[src/rtl/mmap_pkg.sv]
package mmap_pkg;

    localparam logic [7:0] DEV_ADDR_BASE = 8'hA0;
    localparam logic [7:0] DEV_ADDR_EXT  = 8'hA8;

    typedef enum logic [1:0] {
        SESS_IDLE = 2'd0,
        SESS_BASE = 2'd1,
        SESS_EXT  = 2'd2
    } sess_t;

    // Shared read-only upper page 00h content, indexed within the page
    function automatic logic [7:0] upper_p0_byte(input logic [6:0] idx);
        logic [7:0] w;
        w = {1'b0, idx};
        return 8'((w * 8'd3) + 8'h11);
    endfunction

    // Per-address read-only upper page 01h content
    function automatic logic [7:0] upper_p1_byte(input logic ext, input logic [6:0] idx);
        return {1'b0, idx} ^ (ext ? DEV_ADDR_EXT : DEV_ADDR_BASE);
    endfunction

endpackage

[src/rtl/mmap_sess_fsm.sv]
module mmap_sess_fsm
    import mmap_pkg::*;
(
    input  logic       clk,
    input  logic       rst_n,
    input  logic       txn_start_i,
    input  logic [7:0] dev_addr_i,
    input  logic       stop_i,
    output logic       active_o,
    output logic       ext_o
);

    sess_t state_q, state_d, open_tgt;

    always_comb begin
        if (dev_addr_i == DEV_ADDR_BASE)     open_tgt = SESS_BASE;
        else if (dev_addr_i == DEV_ADDR_EXT) open_tgt = SESS_EXT;
        else                                 open_tgt = SESS_IDLE;
    end

    always_ff @(posedge clk or negedge rst_n) begin
        if (!rst_n) state_q <= SESS_IDLE;
        else        state_q <= state_d;
    end

    // Transitions: OPEN_BASE / OPEN_EXT / OPEN_MISS from any state, CLOSE on stop
    always_comb begin
        state_d = state_q;
        unique case (state_q)
            SESS_IDLE: begin
                if (txn_start_i) state_d = open_tgt;
            end
            SESS_BASE, SESS_EXT: begin
                if (txn_start_i) state_d = open_tgt;
                else if (stop_i) state_d = SESS_IDLE;
            end
            default: state_d = SESS_IDLE;
        endcase
    end

    always_comb begin
        unique case (state_q)
            SESS_IDLE: begin active_o = 1'b0; ext_o = 1'b0; end
            SESS_BASE: begin active_o = 1'b1; ext_o = 1'b0; end
            SESS_EXT:  begin active_o = 1'b1; ext_o = 1'b1; end
            default:   begin active_o = 1'b0; ext_o = 1'b0; end
        endcase
    end

endmodule

[src/rtl/mmap_ptr.sv]
module mmap_ptr #(
    parameter int OFF_W = 8
) (
    input  logic             clk,
    input  logic             rst_n,
    input  logic             load_i,
    input  logic [OFF_W-1:0] load_off_i,
    input  logic             step_i,
    output logic [OFF_W-1:0] ptr_o
);

    localparam logic [OFF_W-1:0] PTR_TOP  = {OFF_W{1'b1}};
    localparam logic [OFF_W-1:0] PTR_WRAP = {1'b1, {(OFF_W-1){1'b0}}};

    always_ff @(posedge clk or negedge rst_n) begin
        if (!rst_n)
            ptr_o <= '0;
        else if (load_i)
            ptr_o <= load_off_i;
        else if (step_i)
            ptr_o <= (ptr_o == PTR_TOP) ? PTR_WRAP : ptr_o + 1'b1;
    end

endmodule

[src/rtl/mmap_lower.sv]
module mmap_lower #(
    parameter bit PAGING_EN = 1'b1,
    parameter int NUM_CTRL  = 8,
    parameter int CTRL_BASE = 16,
    parameter int NUM_MON   = 5
) (
    input  logic                 clk,
    input  logic                 rst_n,
    input  logic                 wr_en_i,
    input  logic [6:0]           off_i,
    input  logic [7:0]           wdata_i,
    input  logic [NUM_MON*8-1:0] mon_i,
    output logic [7:0]           rdata_o,
    output logic                 psel_o
);

    localparam logic [6:0] PSEL_OFF = 7'h7F;

    logic [NUM_CTRL-1:0][7:0] ctrl_q;
    logic                     psel_q;

    always_ff @(posedge clk or negedge rst_n) begin
        if (!rst_n) begin
            ctrl_q <= '0;
        end else if (wr_en_i) begin
            for (int j = 0; j < NUM_CTRL; j++)
                if (off_i == 7'(CTRL_BASE + j)) ctrl_q[j] <= wdata_i;
        end
    end

    if (PAGING_EN) begin : g_page
        always_ff @(posedge clk or negedge rst_n) begin
            if (!rst_n)
                psel_q <= 1'b0;
            else if (wr_en_i && off_i == PSEL_OFF)
                psel_q <= (wdata_i == 8'h01);
        end
    end else begin : g_nopage
        assign psel_q = 1'b0;
    end

    assign psel_o = psel_q;

    always_comb begin
        rdata_o = 8'h00;
        if (off_i == PSEL_OFF) rdata_o = {7'd0, psel_q};
        for (int i = 0; i < NUM_MON; i++)
            if (off_i == 7'(i)) rdata_o = mon_i[i*8 +: 8];
        for (int j = 0; j < NUM_CTRL; j++)
            if (off_i == 7'(CTRL_BASE + j)) rdata_o = ctrl_q[j];
    end

endmodule

[src/rtl/mmap_regmap.sv]
module mmap_regmap
    import mmap_pkg::*;
#(
    parameter bit PAGING_EN = 1'b1,
    parameter int NUM_CTRL  = 8,
    parameter int CTRL_BASE = 16
) (
    input  logic        clk,
    input  logic        rst_n,
    input  logic        txn_start_i,
    input  logic [7:0]  dev_addr_i,
    input  logic [7:0]  offset_i,
    input  logic        stop_i,
    input  logic        wr_en_i,
    input  logic [7:0]  wr_data_i,
    input  logic        rd_en_i,
    input  logic [7:0]  tx_flags_i,
    input  logic [15:0] temp_i,
    input  logic [15:0] supply_i,
    input  logic [7:0]  rx_flags_i,
    input  logic [15:0] rx_power_i,
    output logic [7:0]  rd_data_o,
    output logic        rd_valid_o
);

    localparam int NUM_MON = 5;
    localparam int MON_W   = NUM_MON * 8;
    localparam int NUM_DEV = 2;

    logic                           active, ext, accept, step;
    logic [7:0]                     ptr, cur_byte;
    logic [NUM_DEV-1:0][MON_W-1:0]  mon_vec;
    logic [NUM_DEV-1:0][7:0]        lo_rdata;
    logic [NUM_DEV-1:0]             psel, lo_wr;

    mmap_sess_fsm u_fsm (
        .clk         (clk),
        .rst_n       (rst_n),
        .txn_start_i (txn_start_i),
        .dev_addr_i  (dev_addr_i),
        .stop_i      (stop_i),
        .active_o    (active),
        .ext_o       (ext)
    );

    assign accept = active && !txn_start_i;
    assign step   = accept && (rd_en_i || wr_en_i);

    mmap_ptr #(.OFF_W(8)) u_ptr (
        .clk        (clk),
        .rst_n      (rst_n),
        .load_i     (txn_start_i),
        .load_off_i (offset_i),
        .step_i     (step),
        .ptr_o      (ptr)
    );

    // Monitor byte order within each lower page: byte 0 first
    assign mon_vec[0] = {supply_i[7:0], supply_i[15:8], temp_i[7:0], temp_i[15:8], tx_flags_i};
    assign mon_vec[1] = {16'h0000, rx_power_i[7:0], rx_power_i[15:8], rx_flags_i};

    for (genvar g = 0; g < NUM_DEV; g++) begin : g_dev
        assign lo_wr[g] = accept && wr_en_i && !ptr[7] && (ext == (g == 1));

        mmap_lower #(
            .PAGING_EN (PAGING_EN),
            .NUM_CTRL  (NUM_CTRL),
            .CTRL_BASE (CTRL_BASE),
            .NUM_MON   (NUM_MON)
        ) u_lower (
            .clk     (clk),
            .rst_n   (rst_n),
            .wr_en_i (lo_wr[g]),
            .off_i   (ptr[6:0]),
            .wdata_i (wr_data_i),
            .mon_i   (mon_vec[g]),
            .rdata_o (lo_rdata[g]),
            .psel_o  (psel[g])
        );
    end

    always_comb begin
        if (!ptr[7])        cur_byte = lo_rdata[ext];
        else if (psel[ext]) cur_byte = upper_p1_byte(ext, ptr[6:0]);
        else                cur_byte = upper_p0_byte(ptr[6:0]);
    end

    always_ff @(posedge clk or negedge rst_n) begin
        if (!rst_n) begin
            rd_data_o  <= 8'h00;
            rd_valid_o <= 1'b0;
        end else begin
            rd_valid_o <= accept && rd_en_i;
            if (accept && rd_en_i) rd_data_o <= cur_byte;
        end
    end

endmodule

[config.mk]
export PLATFORM = sky130hd
export DESIGN_NAME = mmap_regmap
export DESIGN_NICKNAME = d
export VERILOG_FILES = /design/src/rtl/mmap_pkg.sv /design/src/rtl/mmap_sess_fsm.sv /design/src/rtl/mmap_ptr.sv /design/src/rtl/mmap_lower.sv /design/src/rtl/mmap_regmap.sv
export SDC_FILE = /design/constraint.sdc
export NUM_CORES = 1
export LEC_CHECK = 0
export BUFFER_PORTS_ARGS = -buffer_cell sky130_fd_sc_hd__buf_2
export CORE_UTILIZATION = 41
export DETAILED_ROUTE_END_ITERATION = 7
export GPL_TIMING_DRIVEN = 0
export PLACE_DENSITY = 0.6
export SYNTH_ARGS = -nofsm -noshare
export SYNTH_HDL_FRONTEND = slang
export SYNTH_SLANG_ARGS = --single-unit
export TNS_END_PERCENT = 100
[constraint.sdc]
create_clock -name clk -period 2.6 [get_ports clk]
set_clock_uncertainty 0.05 [all_clocks]
set_input_delay 0.26 -clock clk [delete_from_list [all_inputs] [get_ports clk]]
set_output_delay 0.26 -clock clk [all_outputs]
set_load 0.02 [all_outputs]
# Word-level counts from Yosys, hierarchy flattened
# Index checks and enable logic that the tools add are counted.
# Widths: inputs -> output; s select.
dict set report op_classes {
  n_addsub 2
  n_mul 1
  n_lt_le_gt_ge 1
  n_eq_ne 21
  n_mux 46
  n_bitwise 2
  reduce_logical 33
}
# cell count
set op_table {}
lappend op_table {{$mux 8} 33}
lappend op_table {{$eq 7x5->1 const B} 8}
lappend op_table {{$reduce_and 2->1} 17}
lappend op_table {{$eq 8x8->1 const B} 3}
lappend op_table {{$eq 7x2->1 const B} 2}
lappend op_table {{$mux 2} 5}
lappend op_table {{$logic_and 1x1->1} 9}
lappend op_table {{$add 8x1->8 const B} 1}
lappend op_table {{$add 8x5->8 const B} 1}
lappend op_table {{$eq 8x1->1 const B} 1}
lappend op_table {{$mul 7x2->8 const B} 1}
lappend op_table {{$xor 7x8->8} 1}
lappend op_table {{$eq 7x1->1 const B} 1}
lappend op_table {{$eq 7x3->1 const B} 1}
lappend op_table {{$eq 7x7->1 const B} 1}
lappend op_table {{$logic_not 7->1} 1}
lappend op_table {{$mux 1} 6}
lappend op_table {{$mux 4} 1}
lappend op_table {{$pmux 2 s2} 1}
lappend op_table {{$ne 3x1->1 const B} 1}
lappend op_table {{$eq 2x1->1 const B} 1}
lappend op_table {{$eq 2x2->1 const B} 1}
lappend op_table {{$logic_not 1->1} 2}
lappend op_table {{$logic_not 2->1} 1}
lappend op_table {{6 further kinds} 6}
dict set report totals {
  ff_bits 149
  elab_cells 128
}

# Depth between registers and ports, before layout
# Gate-level depths: netlist of the first run.
dict set report depth {
  depth_word 18
  depth_mapped 11
  ltp_nobuf 10
}

# Hierarchy
# Synthesis of the first run repeated with hierarchy kept, for this count alone.
dict set report hier_totals {
  hier_cells 788
  hier_area_um2 8718.4
}
# mod instances cells_each area_per_inst_um2 seq_area_each_um2
set modules_own_cells {}
lappend modules_own_cells {mmap_lower 2 303 3543.4 1626.6}
lappend modules_own_cells {mmap_regmap 1 109 980.9 225.2}
lappend modules_own_cells {mmap_ptr 1 55 490.5 200.2}
lappend modules_own_cells {mmap_sess_fsm 1 18 160.2 50.0}

# Worst setup path after synthesis of the first run
# Ideal clock, no wire load.
dict set report synth_path {
  path_type {register -> register}
  from {register u_ptr.ptr_o[0]}
  to {register rd_data_o[4]}
  setup_time_ns 0.136
  arrival_ns 2.121
  required_time_ns 2.414
  path_slack_ns 0.293
  path_stages_with_launch 12
  n_path_buf 3
  synth_period_minus_slack_ns 2.307
  cell_sequence {dfrtp_1 -> inv_1 -> ha_1 -> buf_6 -> nor2b_1 -> buf_6 -> buf_6 -> a221oi_2 -> nor2_1 -> a211o_1 -> a221oi_2 -> a21oi_1}
}
dict set report synth_via {
  elab_chain_len 17
  word_cells_on_any_way 45
}
# element line_no
set synth_rtl {}
lappend synth_rtl {{start: declaration} mmap_ptr.sv:9} ;# output logic [OFF_W-1:0] ptr_o
lappend synth_rtl {{start signal: assignment} mmap_ptr.sv:19} ;# ptr_o <= load_off_i;
lappend synth_rtl {{start signal: assignment} mmap_ptr.sv:21} ;# ptr_o <= (ptr_o == PTR_TOP) ? PTR_WRAP : ptr_o + 1'b1;
lappend synth_rtl {{branches (longest 16 deep; another with $mul 7x2->8)} --}
lappend synth_rtl {{$mux 8 *} mmap_regmap.sv:83} ;# if (!ptr[7]) cur_byte = lo_rdata[ext];
lappend synth_rtl {{end signal: assignment} mmap_regmap.sv:94} ;# if (accept && rd_en_i) rd_data_o <= cur_byte;
lappend synth_rtl {{end: declaration} mmap_regmap.sv:22} ;# output logic [7:0] rd_data_o,
# Mark *: on every way between the ends. The select of a mux whose other input is x is not followed.
# A chain may end at the register's enable or synchronous reset.

# Worst setup path after layout of the first run
dict set report layout_path {
  from {register u_ptr.ptr_o[1]}
  to {register rd_data_o[0]}
}
dict set report layout_via {
  elab_chain_len 18
  word_cells_on_any_way 45
}
# element line_no
set layout_rtl {}
lappend layout_rtl {{$eq 7x7->1} mmap_lower.sv:46} ;# if (off_i == PSEL_OFF) rdata_o = {7'd0, psel_q};
lappend layout_rtl {{$mux 1} mmap_lower.sv:46}
lappend layout_rtl {{$mux 8 (5 in series)} mmap_lower.sv:48} ;# if (off_i == 7'(i)) rdata_o = mon_i[i*8 +: 8];
lappend layout_rtl {{$mux 8 (8 in series)} mmap_lower.sv:50} ;# if (off_i == 7'(CTRL_BASE + j)) rdata_o = ctrl_q[j];
lappend layout_rtl {{$mux 8 (not written as such) * (2 in series)} mmap_regmap.sv:83}
lappend layout_rtl {{$mux 8 *} mmap_regmap.sv:83}
# Mark *: on every way between the ends. The rest lies on a longest branch, timed or not. The select of a mux whose other input is x is not followed.

==> results.ini, run 1 <==
[synth]
syn_area_per_cell_um2=10.57
syn_area_mm2=0.008808
yosysWarningCount=0
synth_area_leaders=dfrtp_1 42%, mux2_2 16%, ha_1 3.4%
ys_seq_elements=149
synth.distinct_cells=76
synthTopCellsByCount=149 x dfrtp_1, 129 x mux2_2, 50 x a21oi_1
syn-num-nets=952
synthCells=833
post-synth-top-area-cell=dfrtp_1
async_reset_ff_share_pct=100.0
synth_edf_count=0
synth_top_area_share_pct=42.33
yosysSeqAreaShare_pct=42.33
yosysMostFrequentCell=dfrtp_1
synth_flop_cell=dfrtp_1

[placed_design]
portBuffers=102
place.gp.congestion=0.9405
hpwl_um=22640
dp_cells=1211
dpl_cell_area_mm2=0.009697

[pwr]
p_leak_nw=5.136
power_switching_w=0.001962
power.share.combinational_pct=21.3
ir_worst_vdd_uv=387.1
internal-power_w=0.004441
power_density_mw_per_mm2=585.3
clock_power_share_pct=41.4
totalPowerFinal_w=0.006403
seqPwrFrac_pct=37.3
swShare_pct=30.65

[critical_path]
critPathLaunch=u_ptr.ptr_o[1]$_DFFE_PN0P_
cp-start-kind=register
worst-path-buf-inv=4
cp_slowest_cell=dfrtp_1
r2r_start=u_ptr.ptr_o[1]$_DFFE_PN0P_
reg2reg_depth=10
cp_top_family=compound AO/OA/AOI/OAI gates
cp_max_fo=10
cpPeakStageDelay_ns=0.42
crit_path_end=rd_data_o[0]$_DFFE_PN0P_
critPathMostFrequentCell=buf_4
required_ns=2.84
reg2reg_slack_ns=0.01
crit_cells=10
crit_chain=inv_2 -> ha_1 -> buf_4 -> buf_4 -> buf_4 -> nand2_1 -> o31ai_2 -> o31ai_2 -> a211oi_2 -> a21oi_1
endpoint_kind=register
cp.arrival_ns=2.83
critical_path_class=register to register
r2r-end=rd_data_o[0]$_DFFE_PN0P_

[clocking]
cts-root-buf=clkbuf_16
htree_levels=4
clkSlewWorstSetupHoldPaths_ns=0.07
max-clock-path-buffers=2
cts_made_buffers=17
clkSinkCount=149
clk_latency_ns=0.44
cts_tree=built

[cells_and_area]
area_delta_synth_final_pct=24.20
fillers=1929
postLayoutCellArea_mm2=0.01094
nNetsFinal=1090
antenna_cells=0
layout-drive-gt1-share_pct=41.36
stdcell_count=1259

[routing]
num_vias=7836
ant_nets=0
drtIter0Drc=675
remaining_drc_errors=0
wl_um=31710
wire_per_inst_um=25.19
routed_via_density=6.224
firstDrtPassIters=7

[flow_run]
drv_cap=0

[sta]
hold_slack_ns=0.01200
slew_headroom_pct=53.83
setup_viol=0
min_period_ns=2.586
slew_violations=0
rsz0062_at_grt=true
timing.fmax_mhz=386.8
worst_slew_pin_slew_ns=0.6926
fin_crit_sh_pct=99.44
hold_viol=0

[global_route]
grt_max_degree=83
grt_use_total_pct=29.44
grt_overflow=0
grt_antenna_before_repair=0
grt_pass1_vias=7809
grt_pass1_wl_um=47710

[floorplanning]
rows=53
io_pins=103
die-area_mm2=0.02207
start_util_pct=41.90
die_h_um=148.6
design.core.area_mm2=0.02102
die_x_um=148.6

[min_path]
hold_start=dev_addr_i[3]
hp-class=primary input to register
hold_path_depth=2

[run_status]
status=finished, final reports clean

==> how the worst min path moves through the flow <==
stage	slack, ns	end
after floorplan	-0.09	g_dev[0].u_lower.ctrl_q[0]$_DFFE_PN0P_
after global placement	0.43	g_dev[1].u_lower.ctrl_q[18]$_DFFE_PN0P_
after detailed placement	0.26	g_dev[1].u_lower.ctrl_q[12]$_DFFE_PN0P_
after CTS	0.009	u_fsm.state_q[1]$_DFFE_PN0P_
after global routing	0.01	u_fsm.state_q[1]$_DFFE_PN0P_
final	0.01	u_fsm.state_q[1]$_DFFE_PN0P_
==> cells in the final DEF, fill, tap and decap left out, types with 10 or more instances in the layout <==
| master | count |
|---|---|
| dfrtp_1 | 146 |
| mux2_2 | 129 |
| buf_2 | 108 |
| a21oi_1 | 50 |
| nand2_1 | 43 |
| nor2_1 | 39 |
| o21ai_0 | 30 |
| buf_4 | 29 |
| inv_1 | 23 |
| o22ai_1 | 23 |
| ha_1 | 18 |
| clkbuf_16 | 17 |
| clkbuf_1 | 14 |
| a221oi_1 | 14 |
| nor3_1 | 10 |
==> sequential cells by signal, indices dropped and copies added (netlist names) <==
register	cells
rd_data_o	8
u_fsm.state_q	2
g_dev.u_lower.ctrl_q	128
rd_valid_o	1
u_ptr.ptr_o	8
g_dev.u_lower.psel_o	2
==> timing repair <==
action                     in CTS  in global routing
hold buffers                    1                  0
setup buffers                   7                  8
gates cloned                    0                  1
setup endpoints to repair      64                 40
gates resized for setup        69                 61
hold endpoints to repair       67                  0
pin swaps                       7                 19
==> power groups by stage <==
| stage | clock, W | sequential [W] | combinational, W |
|---|---|---|---|
| CTS | 0.00267 | 0.00239 | 0.00125 |
| finish | 0.00265 | 0.00239 | 0.00136 |
| floorplan | 0 | 0.00243 | 0.000691 |
| detailed placement | 0 | 0.00243 | 0.00117 |
| global route | 0.00275 | 0.00239 | 0.00146 |
| global placement | 0 | 0.00243 | 0.00116 |
==> cell families after synthesis <==
group	Yosys count	share of synthesized area, %
AO/OA/AOI/OAI	250	20.06
AND/OR/NAND/NOR	192	12.40
multiplexers	130	16.61
buffers and inverters	81	4.375
flip-flops	149	42.33
adder cells (fa/ha/maj)	25	3.636
XOR/XNOR	6	0.5966
==> routing by layer <==
| metal | GRT usage (%) | up-vias | part of all wire [%] |
|---|---|---|---|
| met1 | 41.15 | 3927 | 44 |
| met5 | 0 | - | 0 |
| met2 | 44.51 | 369 | 45 |
| met4 | 13.66 | 0 | 3.8 |
| met3 | 4.785 | 80 | 7.3 |
| li1 | - | 3460 | - |
==> final cells by class <==
cell class | count | area (um^2) | area share [%]
Sequential cell | 149 | 3732 | 34.11
Buffer | 50 | 360.3 | 3.294
Multi-Input combinational cell | 603 | 5085 | 46.48
Clock inverter | 12 | 166.4 | 1.521
Inverter | 30 | 121.4 | 1.109
Timing Repair Buffer | 120 | 674.4 | 6.164
Clock buffer | 20 | 456.7 | 4.174
Tap cell | 275 | 344.1 | 3.145
==> metrics by stage <==
stage / utilization, % / setup TNS (ns) / worst slack, ns
global route: 52.04 / -0.2058 / -0.07191
finish: 52.04 / 0 / 0.01445
CTS: 50.66 / 0 / 0.001620
detailed placement: 46.13 / -8.890 / -0.7749
floorplan: - / 0 / 0.2927
global placement: 45.97 / -173.74 / -1.118
(Power assumes the default switching activity.)
==> inputs of run 2 (changes only) <==
- PLACE_DENSITY: 0.6 -> 0.67
==> results.ini, run 2 (synthesized netlist as in run 1, its figures left out) <==
[run_status]
status=finished, final reports clean  ; unchanged

[clocking]
cts_tree=built  ; unchanged
clkSinkCount=149  ; unchanged
max-clock-path-buffers=2  ; unchanged
cts-root-buf=clkbuf_16  ; unchanged
clk_latency_ns=0.44  ; about the same
cts_made_buffers=17  ; unchanged
htree_levels=4  ; unchanged
clkSlewWorstSetupHoldPaths_ns=0.07  ; about the same

[global_route]
grt_max_degree=95  ; was 83
grt_antenna_before_repair=0  ; unchanged
grt_use_total_pct=28.79  ; was 29.44%
grt_pass1_wl_um=46580  ; was 47,710 um
grt_pass1_vias=7708  ; was 7,809
grt_overflow=0  ; unchanged

[min_path]
hold_path_end=u_fsm.state_q[1]$_DFFE_PN0P_  ; unchanged
hp-class=primary input to register  ; unchanged
hold_path_depth=2  ; unchanged
hold_start=dev_addr_i[3]  ; unchanged

[pwr]
swShare_pct=30.18  ; was 30.65%
power.share.combinational_pct=20.7  ; was 21.3%
power_switching_w=0.001977  ; was 0.001962 W
p_leak_nw=5.163  ; was 5.136 nW
seqPwrFrac_pct=36.5  ; was 37.3%
totalPowerFinal_w=0.006549  ; was 0.006403 W
internal-power_w=0.004573  ; was 0.004441 W
ir_worst_vdd_uv=379.3  ; was 387.1 uV
power_density_mw_per_mm2=598.4  ; was 585.3 mW/mm^2
clock_power_share_pct=42.8  ; was 41.4%

[placed_design]
detailedPlace.worstSlack_ns=-0.7350  ; was -0.7749 ns
dpl_cell_area_mm2=0.009697  ; unchanged
portBuffers=102  ; unchanged
hpwl_um=22250  ; was 22,640 um
place.gp.congestion=0.9637  ; was 0.9405

[sta]
min_period_ns=2.589  ; was 2.586 ns
worst_slack_ns=0.01075  ; was 0.01445 ns
slew_violations=0  ; unchanged
worst_slew_pin_slew_ns=0.8846  ; was 0.6926 ns
fin_crit_sh_pct=99.59  ; was 99.44%
rsz0062_at_grt=true  ; unchanged
timing.fmax_mhz=386.2  ; was 386.8 MHz
finalSetupTns_ns=0  ; unchanged
slew_headroom_pct=41.03  ; was 53.83%
setup_viol=0  ; unchanged
hold_viol=0  ; unchanged

[routing]
wire_per_inst_um=24.91  ; was 25.19 um
num_vias=7936  ; was 7,836
firstDrtPassIters=5  ; was 7
ant_nets=0  ; unchanged
drtIter0Drc=813  ; was 675
wl_um=31280  ; was 31,710 um
routed_via_density=6.318  ; was 6.224
remaining_drc_errors=0  ; unchanged

[cells_and_area]
antenna_cells=0  ; unchanged
fillers=1891  ; was 1,929
postLayoutCellArea_mm2=0.01095  ; was 0.01094 mm^2
largest_register_ffs=128  ; unchanged
layout_commonest_cell=dfrtp_1  ; unchanged
largest_register=g_dev.u_lower.ctrl_q  ; unchanged
layout-drive-gt1-share_pct=40.88  ; was 41.36%
final_cell_mix=144 x dfrtp_1, 129 x mux2_2, 112 x buf_2  ; was 146 x dfrtp_1, 129 x mux2_2, 108 x buf_2
area_delta_synth_final_pct=24.26  ; was 24.20%
reg_top3=g_dev.u_lower.ctrl_q (128), rd_data_o (8), u_ptr.ptr_o (8)  ; unchanged
nNetsFinal=1088  ; was 1,090

[floorplanning]
start_util_pct=41.90  ; unchanged
rows=53  ; unchanged
io_pins=103  ; unchanged
die_x_um=148.6  ; unchanged
design.core.area_mm2=0.02102  ; unchanged
die_h_um=148.6  ; unchanged
die-area_mm2=0.02207  ; unchanged

[critical_path]
r2r_start=u_ptr.ptr_o[4]$_DFFE_PN0P_  ; was u_ptr.ptr_o[1]$_DFFE_PN0P_
reg2reg_depth=9  ; was 10
cp.arrival_ns=2.93  ; was 2.83 ns
cp-start-kind=register  ; unchanged
cp_max_fo=8  ; was 10
r2r-end=rd_data_o[1]$_DFFE_PN0P_  ; was rd_data_o[0]$_DFFE_PN0P_
reg2reg_slack_ns=0.01  ; about the same
critical_path_class=register to register  ; unchanged
required_ns=2.94  ; was 2.84 ns
endpoint_kind=register  ; unchanged

[flow_run]
drv_cap=0  ; unchanged

==> run 2: changes by cell type in the layout (fill, tap and decap cells not counted), sizes merged <==
cell | before | now
bufinv | 3 | 5
buf | 151 | 148
clkbuf | 38 | 36
clkinvlp | 5 | 2
clkinv | 2 | 5
==> run 2: cell type report <==
cell class,instances,area (um^2),area share [%]
Sequential cell,149,3735,34.12
Multi-Input combinational cell,603,5079,46.40
Clock buffer,17,425.4,3.887
Inverter,30,123.9,1.132
Clock inverter,14,222.7,2.035
Buffer,49,334.1,3.052
Tap cell,275,344.1,3.144
Timing Repair Buffer,119,681.9,6.230
==> run 2: worst max-delay path by stage <==
stage | slack, ns | end | from
finish | 0.01 | rd_data_o[1]$_DFFE_PN0P_ | u_ptr.ptr_o[4]$_DFFE_PN0P_
global route | -0.07 | rd_data_o[1]$_DFFE_PN0P_ | u_ptr.ptr_o[4]$_DFFE_PN0P_
CTS | 0.005 | rd_data_o[4]$_DFFE_PN0P_ | u_ptr.ptr_o[0]$_DFFE_PN0P_
detailed placement | -0.73 | rd_data_o[4]$_DFFE_PN0P_ | u_ptr.ptr_o[0]$_DFFE_PN0P_
global placement | -1.02 | u_ptr.ptr_o[3]$_DFFE_PN0P_ | rst_n
floorplan | 0.29 | rd_data_o[4]$_DFFE_PN0P_ | u_ptr.ptr_o[0]$_DFFE_PN0P_
==> run 2: what timing repair did <==
item                                    in CTS  in global routing
setup buffers                                8                  5
pin swaps                                    5                 12
resized for setup                           57                 67
endpoints found under the hold margin       93                  0
endpoints found under the setup margin      71                 79
hold buffers                                 1                  0
cloned                                       0                  2
==> run 2: power by group through the flow <==
stage               Sequential, W  Clock (W)  Combinational [W]
finish                    0.00239    0.00280            0.00136
global route              0.00239    0.00291            0.00144
CTS                       0.00239    0.00281            0.00124
detailed placement        0.00243          0            0.00117
global placement          0.00243          0            0.00115
floorplan                 0.00243          0           0.000691
==> run 2: worst max-delay path: stages (launching register included) <==
cell	delay, ns
dfrtp_2	0.47
inv_1	0.16
ha_4	0.23
nor2b_1	0.24
nand4_1	0.32
buf_4	0.28
nor3_1	0.29
o21ai_1	0.18
nand3_1	0.17
a22o_1	0.14
==> run 2: routing by layer <==
metal	vias up	GRT usage (%)	share of wire, %
met5	-	0	0
met4	0	11.96	3.8
met3	79	7.025	9.8
met2	443	44.65	45
met1	3964	38.30	41
li1	3450	-	-
==> run 2: metrics by stage <==
stage | utilization, % | hold slack [ns] | cells
detailed placement | 46.13 | 0.3701 | 1211
floorplan | - | -0.08559 | 833
finish | 52.07 | 0.01466 | 1256
global placement | 45.97 | 0.4328 | 1210
global route | 52.07 | 0.01845 | 1256
CTS | 50.52 | 0.01338 | 1250
==> inputs of run 3 (changes only) <==
--- a/config.mk
+++ b/config.mk
@@ -8,2 +8,3 @@
 export BUFFER_PORTS_ARGS = -buffer_cell sky130_fd_sc_hd__buf_2
+export CORE_MARGIN = 1
 export CORE_UTILIZATION = 41
==> constraint.sdc (replaced) <==
create_clock -name clk -period 2.6 [get_ports clk]
set_clock_uncertainty 0.05 [all_clocks]
set_input_delay 0.65 -clock clk [delete_from_list [all_inputs] [get_ports clk]]
set_output_delay 0.65 -clock clk [all_outputs]
set_load 0.02 [all_outputs]
==> results.ini, run 3 (synthesized netlist as in run 1, its figures left out) <==
[pwr]
power_density_mw_per_mm2=599.6  ; was 598.4 mW/mm^2
totalPowerFinal_w=0.006557  ; was 0.006549 W
p_leak_nw=5.159  ; was 5.163 nW
ir_worst_vdd_uv=380.0  ; was 379.3 uV

[routing]
drtIter0Drc=797  ; was 813
firstDrtPassIters=5  ; unchanged
remaining_drc_errors=0  ; unchanged
routed_via_density=6.306  ; was 6.318
ant_nets=0  ; unchanged
wire_per_inst_um=24.97  ; was 24.91 um
num_vias=7914  ; was 7,936
wl_um=31340  ; was 31,280 um

[critical_path]
r2r_start=u_ptr.ptr_o[4]$_DFFE_PN0P_  ; unchanged
cp_max_fo=8  ; unchanged
required_ns=2.93  ; was 2.94 ns
endpoint_kind=register  ; unchanged
critical_path_class=register to register  ; unchanged
reg2reg_depth=9  ; unchanged
r2r-end=rd_data_o[1]$_DFFE_PN0P_  ; unchanged
cp-start-kind=register  ; unchanged
cp.arrival_ns=2.97  ; was 2.93 ns
reg2reg_slack_ns=-0.04  ; was 0.01 ns

[sta]
worst_slack_ns=-0.03747  ; was 0.01075 ns
slew_headroom_pct=41.36  ; was 41.03%
setup_viol=1  ; was 0
hold_viol=0  ; unchanged
rsz0062_at_grt=true  ; unchanged
worst_slew_pin_slew_ns=0.8797  ; was 0.8846 ns
min_period_ns=2.637  ; was 2.589 ns
slew_violations=0  ; unchanged
fin_crit_sh_pct=101.4  ; was 99.59%
timing.fmax_mhz=379.2  ; was 386.2 MHz

[global_route]
grt_pass1_vias=7708  ; unchanged
grt_use_total_pct=28.79  ; unchanged
grt_max_degree=95  ; unchanged
grt_pass1_wl_um=46580  ; unchanged
grt_overflow=0  ; unchanged
grt_antenna_before_repair=0  ; unchanged

[clocking]
max-clock-path-buffers=2  ; unchanged
ctsHoldBuffers=0  ; was 1
htree_levels=4  ; unchanged
cts_made_buffers=17  ; unchanged
cts-root-buf=clkbuf_16  ; unchanged
clk_latency_ns=0.45  ; was 0.44 ns
clkSlewWorstSetupHoldPaths_ns=0.07  ; about the same
cts_tree=built  ; unchanged
clkSinkCount=149  ; unchanged

[floorplanning]
die_x_um=148.6  ; unchanged
start_util_pct=41.90  ; unchanged
die_h_um=148.6  ; unchanged
rows=53  ; unchanged
io_pins=103  ; unchanged
design.core.area_mm2=0.02102  ; unchanged
die-area_mm2=0.02207  ; unchanged

[cells_and_area]
final_util_pct=52.02  ; was 52.07%
regArea_mm2=0.003735  ; unchanged
reg_top3=g_dev.u_lower.ctrl_q (128), rd_data_o (8), u_ptr.ptr_o (8)  ; unchanged
area_delta_synth_final_pct=24.15  ; was 24.26%
layout-drive-gt1-share_pct=40.92  ; was 40.88%
final_cell_mix=144 x dfrtp_1, 129 x mux2_2, 112 x buf_2  ; unchanged
layout_commonest_cell=dfrtp_1  ; unchanged
nNetsFinal=1087  ; was 1,088
fillers=1890  ; was 1,891
largest_register=g_dev.u_lower.ctrl_q  ; unchanged
largest_register_ffs=128  ; unchanged
antenna_cells=0  ; unchanged
multiInputGateArea_mm2=0.005079  ; unchanged

[flow_run]
drv_cap=0  ; unchanged

[run_status]
violations=negative setup slack
status=finished with violations  ; was finished, final reports clean

[placed_design]
detailedPlace.worstSlack_ns=-0.7350  ; unchanged
place.gp.congestion=0.9637  ; unchanged
portBuffers=102  ; unchanged
hpwl_um=22250  ; unchanged

[min_path]
hp-class=primary input to async pin  ; was primary input to register

## run 3: cell types whose count changed in the layout (fill, tap and decap cells not counted)
| cell | change |
|---|---|
| dlygate4sd3_1 | -1 |
## run 3: metrics by stage
stage	setup TNS (ns)	cell area (um^2)	std cells	hold WS, ns
final	-0.03747	10940	1255	0.2655
after CTS	0	10610	1249	0.3003
after global routing	-0.1351	10940	1255	0.3365
after global placement	-216.82	9663	1210	0.4328
after detailed placement	-7.485	9697	1211	0.4418
after floorplan	0	8808	833	0.3044
## run 3: what timing repair did
item,CTS,global route
endpoints found under the setup margin,71,79
pin swaps,5,12
resized for setup,57,67
gates cloned,0,2
buffers inserted,8,5
## run 3: layout make-up
class / instances / area share, %
buffer: 49 / 3.055
multi-input combinational: 603 / 46.44
timing repair buffer: 118 / 6.144
clock buffer: 17 / 3.890
tap: 275 / 3.146
sequential: 149 / 34.15
clock inverter: 14 / 2.037
inverter: 30 / 1.133
## run 3: metal layers
metal / part of all wire (%) / track usage [%] / routed length, um / vias to the layer above
li1: - / - / - / 3457
met1: 42 / 38.30 / 13080 / 3945
met2: 45 / 44.65 / 14220 / 430
met3: 9.2 / 7.025 / 2890 / 82
met4: 3.7 / 11.96 / 1145 / 0
met5: 0 / 0 / 0 / -
## run 3: worst max-delay path by stage
| stage | startpoint | slack [ns] | end | depth (start not counted) |
|---|---|---|---|---|
| 2_1_floorplan | u_ptr.ptr_o[0]$_DFFE_PN0P_ | 0.29 | rd_data_o[4]$_DFFE_PN0P_ | 11 |
| 3_3_place_gp | rst_n | -1.41 | u_ptr.ptr_o[3]$_DFFE_PN0P_ | 1 |
| 3_5_place_dp | u_ptr.ptr_o[0]$_DFFE_PN0P_ | -0.73 | rd_data_o[4]$_DFFE_PN0P_ | 9 |
| 5_1_grt | u_ptr.ptr_o[4]$_DFFE_PN0P_ | -0.07 | rd_data_o[1]$_DFFE_PN0P_ | 9 |
| 6_report | u_ptr.ptr_o[4]$_DFFE_PN0P_ | -0.04 | rd_data_o[1]$_DFFE_PN0P_ | 9 |
| 4_1_cts | u_ptr.ptr_o[0]$_DFFE_PN0P_ | 0.005 | rd_data_o[4]$_DFFE_PN0P_ | 11 |
## run 3: report_power, final
part           internal [W]  switching [W]
registers           0.00235      0.0000406
clock network       0.00171        0.00110
logic              0.000511       0.000846
total               0.00457        0.00198
## run 3: worst max-delay path, cell delays in order (launching register included)
cell and delay [ns]:
dfrtp_2 0.47, inv_1 0.16, ha_4 0.23, nor2b_1 0.25, nand4_1 0.34, buf_4 0.29, nor3_1 0.29, o21ai_1 0.19
nand3_1 0.17, a22o_1 0.14
